<file path="src/rtl/b2ddr_pkg.sv">
package b2ddr_pkg;
  localparam int unsigned LANE_W = 9;
  localparam int unsigned LANES  = 2;
  localparam int unsigned WORD_W = LANE_W * LANES;

  typedef logic [WORD_W-1:0] word_t;
  typedef logic [LANES-1:0]  lane_en_t;

  function automatic word_t lane_merge(input word_t base, input word_t upd,
                                       input lane_en_t en);
    word_t r;
    r = base;
    for (int l = 0; l < int'(LANES); l++) begin
      if (en[l]) r[l*LANE_W +: LANE_W] = upd[l*LANE_W +: LANE_W];
    end
    return r;
  endfunction
endpackage

</file>
<file path="src/rtl/b2ddr_cmdpipe.sv">
module b2ddr_cmdpipe #(
  parameter int unsigned AW = 6
) (
  input  logic          clk,
  input  logic          rst_n,
  input  logic          lat_half,
  input  logic          start_n,
  input  logic          rd_not_wr,
  input  logic [AW-1:0] addr,
  output logic          k_edge,
  output logic          rd_b0_v,
  output logic          rd_b1_v,
  output logic [AW-1:0] rd_addr,
  output logic          wr_b0_v,
  output logic          wr_b1_v,
  output logic [AW-1:0] wr_addr
);
  localparam int unsigned STAGES = 4;

  logic                 half_sel;
  logic [STAGES-1:0]    rd_sh;
  logic [STAGES-1:0]    wr_sh;
  logic [STAGES*AW-1:0] ad_sh;
  logic [AW-1:0]        b0_addr;
  logic [AW-1:0]        b1_addr;
  logic                 take;

  assign k_edge = ~half_sel;
  assign take   = k_edge & ~start_n;

  always_ff @(posedge clk) begin
    if (!rst_n) begin
      half_sel <= 1'b0;
      rd_sh    <= '0;
      wr_sh    <= '0;
      ad_sh    <= '0;
    end else begin
      half_sel <= ~half_sel;
      rd_sh    <= {rd_sh[STAGES-2:0], take & rd_not_wr};
      wr_sh    <= {wr_sh[STAGES-2:0], take & ~rd_not_wr};
      ad_sh    <= {ad_sh[(STAGES-1)*AW-1:0], addr};
    end
  end

  // stage s holds a command accepted s+1 edges ago
  assign rd_b0_v = lat_half ? rd_sh[2] : rd_sh[1];
  assign rd_b1_v = lat_half ? rd_sh[3] : rd_sh[2];
  assign b0_addr = lat_half ? ad_sh[2*AW +: AW] : ad_sh[1*AW +: AW];
  assign b1_addr = lat_half ? ad_sh[3*AW +: AW] : ad_sh[2*AW +: AW];
  assign rd_addr = rd_b0_v ? b0_addr : {b1_addr[AW-1:1], ~b1_addr[0]};

  assign wr_b0_v = wr_sh[1];
  assign wr_b1_v = wr_sh[2];
  assign wr_addr = ad_sh[1*AW +: AW];
endmodule

</file>
<file path="src/rtl/b2ddr_array.sv">
module b2ddr_array import b2ddr_pkg::*; #(
  parameter int unsigned AW = 6
) (
  input  logic          clk,
  input  logic          rst_n,
  input  logic          we,
  input  logic [AW-1:0] waddr,
  input  word_t         wd0,
  input  lane_en_t      wbe0,
  input  word_t         wd1,
  input  lane_en_t      wbe1,
  input  logic [AW-1:0] raddr,
  output word_t         rword
);
  localparam int unsigned WORDS = 1 << AW;

  word_t         mem [WORDS];
  logic [AW-1:0] waddr_pair;

  assign waddr_pair = {waddr[AW-1:1], ~waddr[0]};
  assign rword      = mem[raddr];

  always_ff @(posedge clk) begin
    if (!rst_n) begin
      for (int i = 0; i < int'(WORDS); i++) mem[i] <= '0;
    end else if (we) begin
      mem[waddr]      <= lane_merge(mem[waddr], wd0, wbe0);
      mem[waddr_pair] <= lane_merge(mem[waddr_pair], wd1, wbe1);
    end
  end
endmodule

</file>
<file path="src/rtl/b2ddr_hold.sv">
module b2ddr_hold import b2ddr_pkg::*; #(
  parameter int unsigned AW = 6
) (
  input  logic          clk,
  input  logic          rst_n,
  input  logic          wr_b0_v,
  input  logic          wr_b1_v,
  input  logic [AW-1:0] wr_addr,
  input  word_t         wdata,
  input  lane_en_t      wbyte_en,
  output logic          commit_v,
  output logic [AW-1:0] commit_addr,
  output word_t         commit_d0,
  output lane_en_t      commit_be0,
  output word_t         commit_d1,
  output lane_en_t      commit_be1,
  input  logic [AW-1:0] raddr,
  input  word_t         base,
  output word_t         fwd
);
  logic          h_v;
  logic [AW-1:0] h_addr;
  word_t         h_d0, h_d1;
  lane_en_t      h_be0, h_be1;

  always_ff @(posedge clk) begin
    if (!rst_n) begin
      h_v    <= 1'b0;
      h_addr <= '0;
      h_d0   <= '0;
      h_d1   <= '0;
      h_be0  <= '0;
      h_be1  <= '0;
    end else if (wr_b0_v) begin
      h_v    <= 1'b1;
      h_addr <= wr_addr;
      h_d0   <= wdata;
      h_be0  <= wbyte_en;
      h_be1  <= '0;
    end else if (wr_b1_v) begin
      h_d1   <= wdata;
      h_be1  <= wbyte_en;
    end
  end

  // the previous write is committed as the next one lands
  assign commit_v    = wr_b0_v & h_v;
  assign commit_addr = h_addr;
  assign commit_d0   = h_d0;
  assign commit_be0  = h_be0;
  assign commit_d1   = h_d1;
  assign commit_be1  = h_be1;

  always_comb begin
    fwd = base;
    if (h_v && raddr == h_addr)
      fwd = lane_merge(base, h_d0, h_be0);
    else if (h_v && raddr == {h_addr[AW-1:1], ~h_addr[0]})
      fwd = lane_merge(base, h_d1, h_be1);
  end
endmodule

</file>
<file path="src/rtl/b2ddr_rdout.sv">
module b2ddr_rdout import b2ddr_pkg::*; (
  input  logic  clk,
  input  logic  rst_n,
  input  logic  take,
  input  word_t word,
  output word_t rdata,
  output logic  rd_valid
);
  always_ff @(posedge clk) begin
    if (!rst_n) begin
      rd_valid <= 1'b0;
      rdata    <= '0;
    end else begin
      rd_valid <= take;
      rdata    <= take ? word : '0;
    end
  end
endmodule

</file>
<file path="src/rtl/burst2_ddr_sram.sv">
module burst2_ddr_sram import b2ddr_pkg::*; #(
  parameter int unsigned AW = 6
) (
  input  logic          clk,
  input  logic          rst_n,
  input  logic          lat_half,
  input  logic          start_n,
  input  logic          rd_not_wr,
  input  logic [AW-1:0] addr,
  input  logic [17:0]   wdata,
  input  logic [1:0]    wbyte_en,
  output logic [17:0]   rdata,
  output logic          rd_valid
);
  logic          k_edge;
  logic          rd_b0_v, rd_b1_v, wr_b0_v, wr_b1_v;
  logic [AW-1:0] rd_addr, wr_addr;
  logic          commit_v;
  logic [AW-1:0] commit_addr;
  word_t         commit_d0, commit_d1, arr_word, fwd_word;
  lane_en_t      commit_be0, commit_be1;

  b2ddr_cmdpipe #(.AW(AW)) u_cmd (
    .clk(clk), .rst_n(rst_n), .lat_half(lat_half), .start_n(start_n),
    .rd_not_wr(rd_not_wr), .addr(addr), .k_edge(k_edge),
    .rd_b0_v(rd_b0_v), .rd_b1_v(rd_b1_v), .rd_addr(rd_addr),
    .wr_b0_v(wr_b0_v), .wr_b1_v(wr_b1_v), .wr_addr(wr_addr)
  );

  b2ddr_hold #(.AW(AW)) u_hold (
    .clk(clk), .rst_n(rst_n), .wr_b0_v(wr_b0_v), .wr_b1_v(wr_b1_v),
    .wr_addr(wr_addr), .wdata(wdata), .wbyte_en(wbyte_en),
    .commit_v(commit_v), .commit_addr(commit_addr),
    .commit_d0(commit_d0), .commit_be0(commit_be0),
    .commit_d1(commit_d1), .commit_be1(commit_be1),
    .raddr(rd_addr), .base(arr_word), .fwd(fwd_word)
  );

  b2ddr_array #(.AW(AW)) u_arr (
    .clk(clk), .rst_n(rst_n), .we(commit_v), .waddr(commit_addr),
    .wd0(commit_d0), .wbe0(commit_be0), .wd1(commit_d1), .wbe1(commit_be1),
    .raddr(rd_addr), .rword(arr_word)
  );

  b2ddr_rdout u_out (
    .clk(clk), .rst_n(rst_n), .take(rd_b0_v | rd_b1_v), .word(fwd_word),
    .rdata(rdata), .rd_valid(rd_valid)
  );
endmodule

</file>
<file path="config.mk">
export PLATFORM = sky130hd
export DESIGN_NAME = burst2_ddr_sram
export DESIGN_NICKNAME = d
export VERILOG_FILES = /design/src/rtl/b2ddr_pkg.sv /design/src/rtl/b2ddr_cmdpipe.sv /design/src/rtl/b2ddr_array.sv /design/src/rtl/b2ddr_hold.sv /design/src/rtl/b2ddr_rdout.sv /design/src/rtl/burst2_ddr_sram.sv
export SDC_FILE = /design/constraint.sdc
export NUM_CORES = 2
export LEC_CHECK = 0
export CAP_MARGIN = 10
export CORE_UTILIZATION = 30
export DETAILED_ROUTE_END_ITERATION = 7
export PLACE_DENSITY_LB_ADDON = 0.05
export SKIP_CTS_REPAIR_TIMING = 1
export SLEW_MARGIN = 25
export SYNTH_ARGS = -nofsm -noshare
export SYNTH_HDL_FRONTEND = slang
export SYNTH_SLANG_ARGS = --single-unit
</file>
<file path="constraint.sdc">
create_clock -name clk -period 5.17 [get_ports clk]
set_input_delay 0.7755 -clock clk [delete_from_list [all_inputs] [get_ports clk]]
set_output_delay 0.7755 -clock clk [all_outputs]
set_load 0.005 [all_outputs]
</file>
==> run metrics <==
Core ar. between 0.2 and 0.25 sq mm; Worst EP arrival 5.25 ns; post-synthesis sequential area ratio 0.591; crit path time final 4.49 ns; die area 0.208 sq mm; Final period util 0.869; hpwl dp 182 mm; gate count of the mapped netlist between 5,000 and 6,000; PD cells between 300 and 400 mW/mm^2; 1st-iter DRT viols 5,186; dominant register cell in the synthesized netlist edfxtp_1; Fin. Hold Viols 0; WL final about 280 mm; H-tree depth 4; clock-pin slew on the worst setup and hold paths 0.06 ns; Die Width 456 um; I/O pins 50; Peak VDD IR 0.237 mV; mean routed wirelength per cell between 30 and 40 um; Synth Area in Compound Gates 0.216; post-route insts no fill 7,837; CTS tree done; largest family of logic cells by synthesized area compound AO/OA/AOI/OAI gates; share of synthesized cell area in and, or, nand and nor gates 0.0956; Vias 46,800; Worst Path Required 5.93 ns; status completed; Die Y around 460 um; Fin Hold WS 0.379 ns; clock skew 0.0274 ns; Max clock buf depth 3; worst slew pin tran ~1.1 ns; first drt pass iteration count 6; Final nets 5,055; Mapped Nets 5,032; worst-path fanout max 38; Yosys reg bits 1,250; relative slew slack 0.260; row cnt 166; CTS buffer count 152; DRT antenna net count 0; multiplexer share of the synthesized area 0.0630; crit end category flip-flop; Max-Cap Viols 0; I/O Buffers 49; endpoints failing setup 0; top cell type by total area after synthesis edfxtp_1; mapped cell area 0.0618 sq mm; Slew Limit Fails 0; xor/xnor share of the synthesized area 0.000992; GR Overflow Total 0; DRC 0; critical-path cell list mux2i_1 -> nand2_1 -> nand2_4 -> buf_4 -> a211oi_1 -> a31oi_1 -> o22ai_1 -> or4_1 -> a32oi_1 -> a21o_1; CP Class flip-flop to flip-flop; GRT Util Overall 0.264; Mean Syn Cell Area 12.4 sq um; Fmax 0.223 GHz; Synth Area in Adders 0; post-synth top area share 0.560; Critical-path top delay cell dfxtp_1; Crit path max-delay family compound AO/OA/AOI/OAI gates; max incr delay on CP 0.74 ns; vias in the first global route 45,300; Pleak 0.0247 uW; Placer Congestion a little over 0.9; Starting Density 0.302; CP Buf/Inv Count 1; RSZ-0062 raised after global routing false; critical path launch point type flip-flop; first-pass GRT wire length 387 mm; Synth Warn # 0; Worst Hold Class input port to flip-flop; layout cells sized above 1 0.137; Sink Count 1,250; largest net degree at the start of global routing 102; EDFF count, synth 1,152; Worst-Skew Late Latency 0.83 ns; ranking of synthesized cells by area edfxtp_1 (56%), a22o_1 (16%), mux4_2 (4.4%); routed vias/inst 5.97; commonest non-fill, non-tap cells in the layout a22o_1 (1,154), edfxtp_1 (1,152), nand2_1 (627); Synth-to-Final Area Change 15.4%; post-synthesis cell type count 52; Setup TNS 0 ns; most common cell after layout, fill and taps aside a22o_1; initial antenna violation count 6; Post-synth ARST share 0; Placed Cells incl. Taps 7,558; root buf cell clkbuf_16
==> logic make-up (layout without fill, tap and decap cells) <==
kind of cell,count (synthesis),in the layout
DFF,1250,1250
other,0,2
xor gates and xnor gates,7,7
AOI/OAI and AO/OA,1638,1638
muxes,238,238
buffers and inverters,490,636
and+or+nand+nor,1378,1378
==> power breakdown <==
part           internal (uW)  switching [uW]
Clock                   6170            4580
Combinational            433            1100
Sequential             11300             200
Total                  17900            5880
==> flip-flops by register name (all words and copies together), names as in the netlist <==
signal	cells
u_cmd.rd_sh	4
u_hold.commit_be0	2
u_cmd.half_sel	1
u_out.rd_valid	1
u_hold.commit_be1	2
u_hold.commit_addr	6
u_cmd.wr_sh	3
u_hold.commit_d0	18
u_hold.commit_d1	18
u_hold.h_v	1
u_arr.mem	1152
u_out.rdata	18
u_cmd.ad_sh	24
==> final cells by class <==
type	instances	area (sq um)
multi-input cells	3261	23400
repair buffers	355	3080
well taps	2688	3360
clock buffers	198	4050
clock inverters	79	753
diodes	2	5.00
inverters	4	15.0
flip-flops and latches	1250	36700
fillers	19800	133000
==> worst paths after layout <==
| path | start | endpoint | slack [ns] | depth (start not counted) |
|---|---|---|---|---|
| max | u_cmd.rd_sh[1] | u_out.rdata[0] | 0.68 | 10 |
| min | rst_n | u_cmd.ad_sh[0] | 0.38 | 2 |
| min reg2reg | u_cmd.half_sel | u_cmd.half_sel | 0.41 | 1 |
| max reg2reg | u_cmd.rd_sh[1] | u_out.rdata[0] | 0.68 | 10 |
==> cells in the mapped netlist (all sizes together) (4+ instances only) <==
| cell | count |
|---|---|
| and3b | 4 |
| a211oi | 109 |
| nor2b | 28 |
| a22o | 1154 |
| a311oi | 6 |
| nor3b | 7 |
| xnor2 | 7 |
| clkbuf | 382 |
| a31oi | 80 |
| a22oi | 29 |
| inv | 4 |
| and2 | 32 |
| nand3 | 84 |
| nor3 | 21 |
| or4 | 14 |
| o221ai | 10 |
| mux2i | 111 |
| o22ai | 45 |
| a21boi | 18 |
| and3 | 114 |
| a21oi | 82 |
| nor2 | 415 |
| a221oi | 10 |
| mux2 | 7 |
| mux4 | 120 |
| buf | 104 |
| o21ai | 51 |
| nand2 | 633 |
| a21o | 7 |
| dfxtp | 98 |
| or3 | 7 |
| a32oi | 23 |
| nand2b | 6 |
| nor4 | 9 |
| edfxtp | 1152 |
==> layer usage <==
layer / GRT usage / part of all wire / wire [um]
met5: 0.00207 / 0.00023 / 64
met2: 0.409 / 0.46 / 128000
met4: 0.0761 / 0.027 / 7630
met3: 0.0402 / 0.060 / 16900
met1: 0.378 / 0.46 / 128000
==> through the flow <==
step	instance area, sq um	setup WS, ns	power [uW]	utilization
floorplan	61800	2.13	12400	-
global placement	66500	0.122	13300	0.325
detailed placement	66500	0.192	13200	0.325
CTS	71300	0.711	24000	0.349
global route	71300	0.534	24400	0.349
finish	71300	0.677	23800	0.349
Power figures use the tool's default switching activity.
